File: config.mk
export PLATFORM = sky130hd
export DESIGN_NAME = rtc_cal_core
export DESIGN_NICKNAME = d
export VERILOG_FILES = /design/src/rtl/rtc_cal_pkg.sv /design/src/rtl/rtc_commit.sv /design/src/rtl/rtc_calendar.sv /design/src/rtl/rtc_cal_core.sv
export SDC_FILE = /design/constraint.sdc
export NUM_CORES = 1
export LEC_CHECK = 0
export BUFFER_PORTS_ARGS = -buffer_cell sky130_fd_sc_hd__clkbuf_2
export CAP_MARGIN = 5
export CORE_UTILIZATION = 55
export DETAILED_ROUTE_END_ITERATION = 6
export PLACE_DENSITY = 0.86
export SYNTH_ARGS = -nofsm -noshare
export SYNTH_HDL_FRONTEND = slang
export SYNTH_SLANG_ARGS = --single-unit
export TNS_END_PERCENT = 20
File: constraint.sdc
create_clock -name clk_i -period 6.6 [get_ports clk_i]
set_clock_uncertainty 0.15 [all_clocks]
set_input_delay 1.32 -clock clk_i [delete_from_list [all_inputs] [get_ports clk_i]]
set_output_delay 1.32 -clock clk_i [all_outputs]
set_load 0.01 [all_outputs]
File: src/rtl/rtc_cal_pkg.sv
package rtc_cal_pkg;
  localparam int SC_W  = 6;
  localparam int MN_W  = 6;
  localparam int HR_W  = 5;
  localparam int DAY_W = 5;
  localparam int MON_W = 4;
  localparam int YR_W  = 6;

  typedef struct packed {
    logic [HR_W-1:0] hr;
    logic [MN_W-1:0] mn;
    logic [SC_W-1:0] sc;
  } tod_t;

  typedef struct packed {
    logic            leap;
    logic [YR_W-1:0] yr;
    logic [MON_W-1:0] mon;
    logic [DAY_W-1:0] day;
  } ymd_t;

  // field positions are software-visible
  function automatic logic [31:0] tod_word(tod_t t);
    logic [31:0] w;
    w = '0;
    w[5:0]   = t.sc;
    w[13:8]  = t.mn;
    w[20:16] = t.hr;
    return w;
  endfunction

  function automatic logic [31:0] ymd_word(ymd_t d);
    logic [31:0] w;
    w = '0;
    w[4:0]   = d.day;
    w[11:8]  = d.mon;
    w[21:16] = d.yr;
    w[22]    = d.leap;
    return w;
  endfunction

  function automatic tod_t word_tod(logic [31:0] w);
    tod_t t;
    t.sc = w[5:0];
    t.mn = w[13:8];
    t.hr = w[20:16];
    return t;
  endfunction

  function automatic ymd_t word_ymd(logic [31:0] w);
    ymd_t d;
    d.day  = w[4:0];
    d.mon  = w[11:8];
    d.yr   = w[21:16];
    d.leap = w[22];
    return d;
  endfunction

  function automatic logic [DAY_W-1:0] month_len(logic [MON_W-1:0] mon, logic leap);
    case (mon)
      4'd2:                   return leap ? 5'd29 : 5'd28;
      4'd4, 4'd6, 4'd9, 4'd11: return 5'd30;
      default:                return 5'd31;
    endcase
  endfunction
endpackage

File: src/rtl/rtc_commit.sv
module rtc_commit #(
  parameter int W   = 16,
  parameter int CYC = 3
) (
  input  logic         clk_i,
  input  logic         rst_ni,
  input  logic         load_i,
  input  logic [W-1:0] data_i,
  output logic         busy_o,
  output logic         fire_o,
  output logic [W-1:0] data_o
);
  localparam int CW = (CYC > 1) ? $clog2(CYC) : 1;

  logic [CW-1:0] cnt_q;
  logic          busy_q;
  logic [W-1:0]  stage_q;

  // a reload on the deadline edge suppresses the stale commit
  assign fire_o = busy_q && (cnt_q == '0) && !load_i;
  assign busy_o = busy_q;
  assign data_o = stage_q;

  always_ff @(posedge clk_i or negedge rst_ni) begin
    if (!rst_ni) begin
      cnt_q   <= '0;
      busy_q  <= 1'b0;
      stage_q <= '0;
    end else if (load_i) begin
      cnt_q   <= CW'(CYC - 1);
      busy_q  <= 1'b1;
      stage_q <= data_i;
    end else if (busy_q) begin
      if (cnt_q == '0) busy_q <= 1'b0;
      else             cnt_q  <= cnt_q - 1'b1;
    end
  end
endmodule

File: src/rtl/rtc_calendar.sv
module rtc_calendar
  import rtc_cal_pkg::*;
(
  input  logic clk_i,
  input  logic rst_ni,
  input  logic tick_i,
  input  logic ld_tod_i,
  input  tod_t tod_i,
  input  logic ld_ymd_i,
  input  ymd_t ymd_i,
  output tod_t tod_o,
  output ymd_t ymd_o
);
  tod_t tod_q;
  ymd_t ymd_q;
  logic sc_end, mn_end, hr_end, day_end, mon_end, roll_day;

  // >= so out-of-range loads still wrap
  always_comb begin
    sc_end   = tod_q.sc >= 6'd59;
    mn_end   = tod_q.mn >= 6'd59;
    hr_end   = tod_q.hr >= 5'd23;
    day_end  = ymd_q.day >= month_len(ymd_q.mon, ymd_q.leap);
    mon_end  = ymd_q.mon >= 4'd12;
    roll_day = tick_i && !ld_tod_i && sc_end && mn_end && hr_end;
  end

  always_ff @(posedge clk_i or negedge rst_ni) begin
    if (!rst_ni) begin
      tod_q <= '0;
    end else if (ld_tod_i) begin
      tod_q <= tod_i;
    end else if (tick_i) begin
      tod_q.sc <= sc_end ? '0 : tod_q.sc + 1'b1;
      if (sc_end) tod_q.mn <= mn_end ? '0 : tod_q.mn + 1'b1;
      if (sc_end && mn_end) tod_q.hr <= hr_end ? '0 : tod_q.hr + 1'b1;
    end
  end

  always_ff @(posedge clk_i or negedge rst_ni) begin
    if (!rst_ni) begin
      ymd_q      <= '0;
      ymd_q.day  <= 5'd1;
      ymd_q.mon  <= 4'd1;
    end else if (ld_ymd_i) begin
      ymd_q <= ymd_i;
    end else if (roll_day) begin
      if (day_end) begin
        ymd_q.day <= 5'd1;
        if (mon_end) begin
          ymd_q.mon <= 4'd1;
          ymd_q.yr  <= ymd_q.yr + 1'b1;
        end else begin
          ymd_q.mon <= ymd_q.mon + 1'b1;
        end
      end else begin
        ymd_q.day <= ymd_q.day + 1'b1;
      end
    end
  end

  assign tod_o = tod_q;
  assign ymd_o = ymd_q;
endmodule

File: src/rtl/rtc_cal_core.sv
module rtc_cal_core
  import rtc_cal_pkg::*;
#(
  parameter int              ADDR_W     = 4,
  parameter int              COMMIT_CYC = 3,
  parameter logic [ADDR_W-1:0] CTRL_A   = 'h0,
  parameter logic [ADDR_W-1:0] DATE_A   = 'h4,
  parameter logic [ADDR_W-1:0] TIME_A   = 'h8
) (
  input  logic              clk_i,
  input  logic              rst_ni,
  input  logic              tick_i,
  input  logic              we_i,
  input  logic [ADDR_W-1:0] addr_i,
  input  logic [31:0]       wdata_i,
  output logic [31:0]       rdata_o
);
  localparam int TOD_W = $bits(tod_t);
  localparam int YMD_W = $bits(ymd_t);

  logic             t_busy, t_fire, d_busy, d_fire;
  logic [TOD_W-1:0] t_stage;
  logic [YMD_W-1:0] d_stage;
  tod_t             tod_cur;
  ymd_t             ymd_cur;
  logic [31:0]      time_word, date_word, t_stage_word;
  logic             unused_wdata;

  assign unused_wdata = ^{wdata_i[31:23], wdata_i[15:14], wdata_i[7:6]};

  rtc_commit #(.W(TOD_W), .CYC(COMMIT_CYC)) u_tod_commit (
    .clk_i  (clk_i),
    .rst_ni (rst_ni),
    .load_i (we_i && addr_i == TIME_A),
    .data_i (word_tod(wdata_i)),
    .busy_o (t_busy),
    .fire_o (t_fire),
    .data_o (t_stage)
  );

  rtc_commit #(.W(YMD_W), .CYC(COMMIT_CYC)) u_ymd_commit (
    .clk_i  (clk_i),
    .rst_ni (rst_ni),
    .load_i (we_i && addr_i == DATE_A),
    .data_i (word_ymd(wdata_i)),
    .busy_o (d_busy),
    .fire_o (d_fire),
    .data_o (d_stage)
  );

  rtc_calendar u_cal (
    .clk_i    (clk_i),
    .rst_ni   (rst_ni),
    .tick_i   (tick_i),
    .ld_tod_i (t_fire),
    .tod_i    (tod_t'(t_stage)),
    .ld_ymd_i (d_fire),
    .ymd_i    (ymd_t'(d_stage)),
    .tod_o    (tod_cur),
    .ymd_o    (ymd_cur)
  );

  assign time_word    = tod_word(tod_cur);
  assign date_word    = ymd_word(ymd_cur);
  assign t_stage_word = tod_word(tod_t'(t_stage));

  always_comb begin
    rdata_o = '0;
    if (addr_i == CTRL_A) begin
      rdata_o[8] = t_busy;
      rdata_o[7] = d_busy;
    end else if (addr_i == DATE_A) begin
      rdata_o = date_word;
    end else if (addr_i == TIME_A) begin
      rdata_o = time_word;
    end
  end
endmodule

After elaboration in Yosys (flattened, before gate mapping)
Index checks and enable logic that the tools add are counted.
- output and inout bits: 32
- bits in registers: 72
- input port bits: 40
- logic and storage cells: 99
- reductions and logical operators: 32
- order comparisons: 5
- equality and inequality tests: 9
- add/sub/neg operators: 8
- mux-type cells: 32
- operators with widths (cell ; count):
    $mux 17 ; 2
    $mux 32 ; 1
    $mux 15 ; 2
    $mux 6 ; 4
    $mux 23 ; 1
    $mux 21 ; 1
    $add 6x1->6 const B ; 3
    $reduce_bool 2->1 ; 8
    $mux 5 ; 3
    $mux 2 ; 7
    $eq 4x3->1 const B ; 3
    $eq 4x4->1 const B ; 3
    $ge 6x6->1 const B ; 2
    $logic_and 1x1->1 ; 11
    $add 5x1->5 const B ; 2
    $mux 10 ; 1
    $pmux 5 s2 ; 1
    $reduce_and 2->1 ; 5
    $mux 1 ; 7
    $mux 7 ; 1
    $ge 5x5->1 ; 1
    $ge 5x5->1 const B ; 1
    $add 4x1->4 const B ; 1
    $eq 4x2->1 const B ; 1
    other kinds (9) ; 14

Logic depth before layout (Yosys ltp)
- depth after elaboration: 11
- gate-level depth with buffers: 12
- depth with buffers taken out: 11

Modules after synthesis
From an unflattened synthesis, not the netlist that was laid out.
- cell total of the unflattened synthesis: 407
- area total of the unflattened synthesis: 4126.5 um2
- modules (own cells, without submodules) (module ; sequential area each (um2) ; cells each ; area an instance (um2) ; times used):
    rtc_calendar ; 828.3 ; 248 ; 2169.6 ; 1
    rtc_commit at u_tod_commit ; 500.5 ; 52 ; 792.0 ; 1
    rtc_commit at u_ymd_commit ; 475.5 ; 50 ; 764.5 ; 1
    rtc_cal_core ; 0.0 ; 57 ; 400.4 ; 1

Worst setup path after synthesis
OpenSTA, ideal clock, no wires.
- kind: input to output
- start: input port addr_i[1]
- end: output port rdata_o[7]
- setup slack: 2909 ps
- data required time: 5130 ps
- path buffers: 1
- cell stages on the path: 3
- arrival: 2221 ps
- path through: or2_2 -> clkbuf_1 -> nor4b_1
- word-level cells in the longest chain between the ends: 3
- elaborated cells on any way between the ends: 4
- those cells by class: eq/ne: 1; mux: 2; reduce/logical: 1
- ends and longest elaborated chain (item ; line ; text):
    start, declared ; rtc_cal_core.sv:14 ; input logic [ADDR_W-1:0] addr_i,
    $eq 4x3->1 ; rtc_cal_core.sv:72 ; end else if (addr_i == DATE_A) begin
    $mux 32 ; rtc_cal_core.sv:72 ;
    $mux 2 * ; rtc_cal_core.sv:69 ; if (addr_i == CTRL_A) begin
    end, declared ; rtc_cal_core.sv:16 ; output logic [31:0] rdata_o
Mark *: on every way between the ends. The rest lies on a longest branch, timed or not.

Final worst setup path
- start: input port addr_i[2]
- end: output port rdata_o[10]
- word-level cells in the longest chain between the ends: 4
- elaborated cells on any way between the ends: 6
- those cells by class: eq/ne: 2; mux: 3; reduce/logical: 1
- ends and longest elaborated chain (item ; line ; text):
    $eq 4x4->1 ; rtc_cal_core.sv:74 ; end else if (addr_i == TIME_A) begin
    $mux 21 ; rtc_cal_core.sv:74 ;
    $mux 32 ; rtc_cal_core.sv:72 ;
    $mux 23 * ; rtc_cal_core.sv:69 ;
Marks and branches as above.

==> results.json <==
{
  "status": "complete, no violations",
  "syn_area_um2": 3970,
  "p_leak_nw": 2.00,
  "num-nets-final": 500,
  "finalCritPeriodShare": 0.616,
  "ctsResizeCount": 0,
  "synth_top_family_by_area": "simple AND/OR/NAND/NOR gates",
  "numCtsBuffers": 9,
  "antenna_found_initial": 0,
  "grt_pass1_vias": 3172,
  "synth_cell_types": 53,
  "insertion_delay_ps": 350,
  "layout-drive-gt1-share": 0.237,
  "vias": 3301,
  "holdPathEnd": "u_cal.ymd_o[15]",
  "grt-ovfl-total": 0,
  "whs_path_depth": 2,
  "synthMuxAreaShare": 0.104,
  "r2r-start": "u_cal.ymd_o[5]",
  "clkTransAtPathRegs_ps": 70,
  "hold_viol": 0,
  "syn-mean-instance-area_um2": 9.70,
  "ir_drop_uv": 213,
  "die_area_um2": 7560,
  "register_area_um2": 1800,
  "multi_input_area_um2": 1980,
  "cts-root-buf": "clkbuf_8",
  "required_ps": 5130,
  "rr_endpoint": "u_cal.ymd_o[8]",
  "synth-adder-area-share": 0.0410,
  "final_area_um2": 4440,
  "rsz0062_at_grt": "no",
  "fillerInstances": 545,
  "max_freq_mhz": 246,
  "cts.sinks": 72,
  "syn-instance-count": 409,
  "maxSlewHeadroom": 0.315,
  "drt-pass1-iter-count": 5,
  "grt_pass1_wl_um": 14800,
  "placed_area_um2": 4200,
  "hold_slack_ps": 317,
  "hp-class": "reg -> reg",
  "remaining_drc_errors": 0,
  "postCtsSetupRepairBufs": 0,
  "ff2ff_path_depth": 11,
  "gp_congestion": 0.827,
  "synthArstFlopShare": 1.00,
  "cp-start-kind": "primary input",
  "syn2layout_area_growth_pct": 12.0,
  "io_buffers": 46,
  "drv_slew": 0,
  "worstPathMaxFanout": 18,
  "yosysSeqAreaShare": 0.455,
  "arrival_ps": 2600,
  "cts_tree": "done",
  "wirelength_um": 9000,
  "io_pins": 72,
  "vias_per_cell": 6.03,
  "dieHeight_um": 86.9,
  "power.density_nw_per_um2": 389,
  "antenna_left": 0,
  "hp-start": "u_ymd_commit.data_o[15]",
  "synthSimpleGateAreaFrac": 0.174,
  "rrSetupSlack_ps": 3150,
  "row_count": 30,
  "ys_warn_count": 0,
  "fin_crit_ps": 4070,
  "coreArea_um2": 6870,
  "ys_ff_latch": 72,
  "grt_util_all_layers": 0.259,
  "setup.worst_path.class": "in -> out",
  "synth-compound-area-share": 0.163,
  "grt_max_degree": 73,
  "max_cap_violations": 0,
  "worstSetupEndpointType": "output pin",
  "yosys_most_used_dff": "dfrtp_1",
  "finalSetupTns_ps": 0,
  "cts_hold_buf": 0,
  "synth_edf_count": 0,
  "worstMarginPinSlew_ps": 1020,
  "fp.dieW_um": 86.9,
  "initial_core_util": 0.577,
  "antenna_cells": 0,
  "routedWlPerCell_um": 16.4,
  "synthXorXnorAreaFrac": 0.00442,
  "htreeDepth": 3,
  "total_power_mw": 1.73,
  "cts.path.max_buffers": 2,
  "finalSetupViolCount": 0,
  "place_hpwl_um": 6140,
  "drtIter0Drc": 286
}
## area by class of cell
type | instances | area share
Clock buffer | 10 | 0.0310
Clock inverter | 5 | 0.0234
Inverter | 9 | 0.00760
Multi-Input combinational cell | 304 | 0.445
Sequential cell | 72 | 0.406
Tap cell | 96 | 0.0270
Timing Repair Buffer | 51 | 0.0603
## Yosys cell counts (3+ instances only)
master | n | share of area
dfrtp_1 | 70 | 0.44
a31oi_1 | 16 | 0.025
and2_1 | 3 | 0.0047
clkbuf_1 | 18 | 0.017
a22oi_1 | 13 | 0.025
nor3_1 | 7 | 0.0088
a21oi_1 | 8 | 0.010
and3_1 | 8 | 0.013
or3_1 | 6 | 0.0095
o311ai_0 | 4 | 0.0088
nor2_1 | 48 | 0.045
inv_1 | 9 | 0.0085
ha_1 | 13 | 0.041
o21ai_0 | 27 | 0.034
buf_4 | 14 | 0.026
o21a_1 | 6 | 0.011
nand4_1 | 4 | 0.0063
nand3_1 | 16 | 0.020
o211ai_1 | 4 | 0.0076
nor2b_1 | 5 | 0.0079
nand2_1 | 32 | 0.030
mux2_2 | 34 | 0.097
mux2i_1 | 3 | 0.0076
## registers in the layout (all words and copies together) (netlist names)
register	count
u_cal.tod_o	17
u_cal.ymd_o	16
u_tod_commit.busy_o	1
u_tod_commit.cnt_q	2
u_tod_commit.data_o	17
u_ymd_commit.busy_o	1
u_ymd_commit.cnt_q	2
u_ymd_commit.data_o	16
## placed cells by master, fill, tap and decap left out, types with 2 or more instances in the layout
master	Yosys	layout
nand2b_1	2	2
and2b_1	2	2
dfstp_2	2	2
and3_1	8	8
o31ai_1	2	2
inv_1	9	9
nor2b_1	5	5
dfrtp_1	70	70
nor4_1	2	2
o211ai_1	4	4
nor3_1	7	7
and2_1	3	3
clkbuf_8	0	10
nand3_1	16	16
bufinv_16	0	3
mux2_2	34	34
buf_4	14	5
o21a_1	6	6
nand2_1	32	32
o21ai_0	27	27
clkbuf_2	0	45
a21boi_0	2	2
nand4_1	4	4
a31oi_1	16	16
a21oi_1	8	8
o2111a_1	2	2
nor2_1	48	48
ha_1	13	13
xnor2_1	2	2
nand3b_1	2	2
a22oi_1	13	13
or3_1	6	6
o311ai_0	4	4
conb_1	1	12
a211oi_1	2	2
mux2i_1	3	3
## through the flow
stage	cells	setup WS (ps)	util
2_1_floorplan	420	2910	-
3_3_place_gp	532	2560	0.612
3_5_place_dp	532	2540	0.612
4_1_cts	547	2540	0.647
5_1_grt	547	2470	0.647
6_report	547	2530	0.647
## report_power, final
group | switching, mW | internal [mW] | total (mW)
sequential | 0.189 | 0.606 | 0.796
clock | 0.165 | 0.260 | 0.425
combinational | 0.263 | 0.243 | 0.506
## kinds of logic after synthesis
logic type | Yosys count
AOI/OAI and AO/OA | 96
DFF | 72
other | 1
xor gates and xnor gates | 2
buffers and inverters | 44
and+or+nand+nor | 144
adders and majority gates | 13
muxes | 37
## worst max-delay path, cell delays in order
cell and delay [ps]:
clkbuf_2 100, and2b_1 670, a22oi_1 230, nor2_1 130
clkbuf_2 140
## metal layers
layer | track usage | vias to the layer above | wire, um
met5 | 0 | - | 0
met4 | 0.138 | 0 | 220
met3 | 0.0379 | 19 | 514
met2 | 0.411 | 129 | 4370
met1 | 0.346 | 1616 | 3890
li1 | - | 1537 | -
## worst max-delay path by stage
stage	from	endpoint	slack (ps)	cells past startpoint
4_1_cts	addr_i[2]	rdata_o[10]	2540	5
3_5_place_dp	addr_i[2]	rdata_o[10]	2540	5
5_1_grt	addr_i[2]	rdata_o[19]	2470	5
3_3_place_gp	addr_i[2]	rdata_o[10]	2560	5
6_report	addr_i[2]	rdata_o[10]	2530	5
2_1_floorplan	addr_i[1]	rdata_o[7]	2910	3
Power figures use the tool's default switching activity.
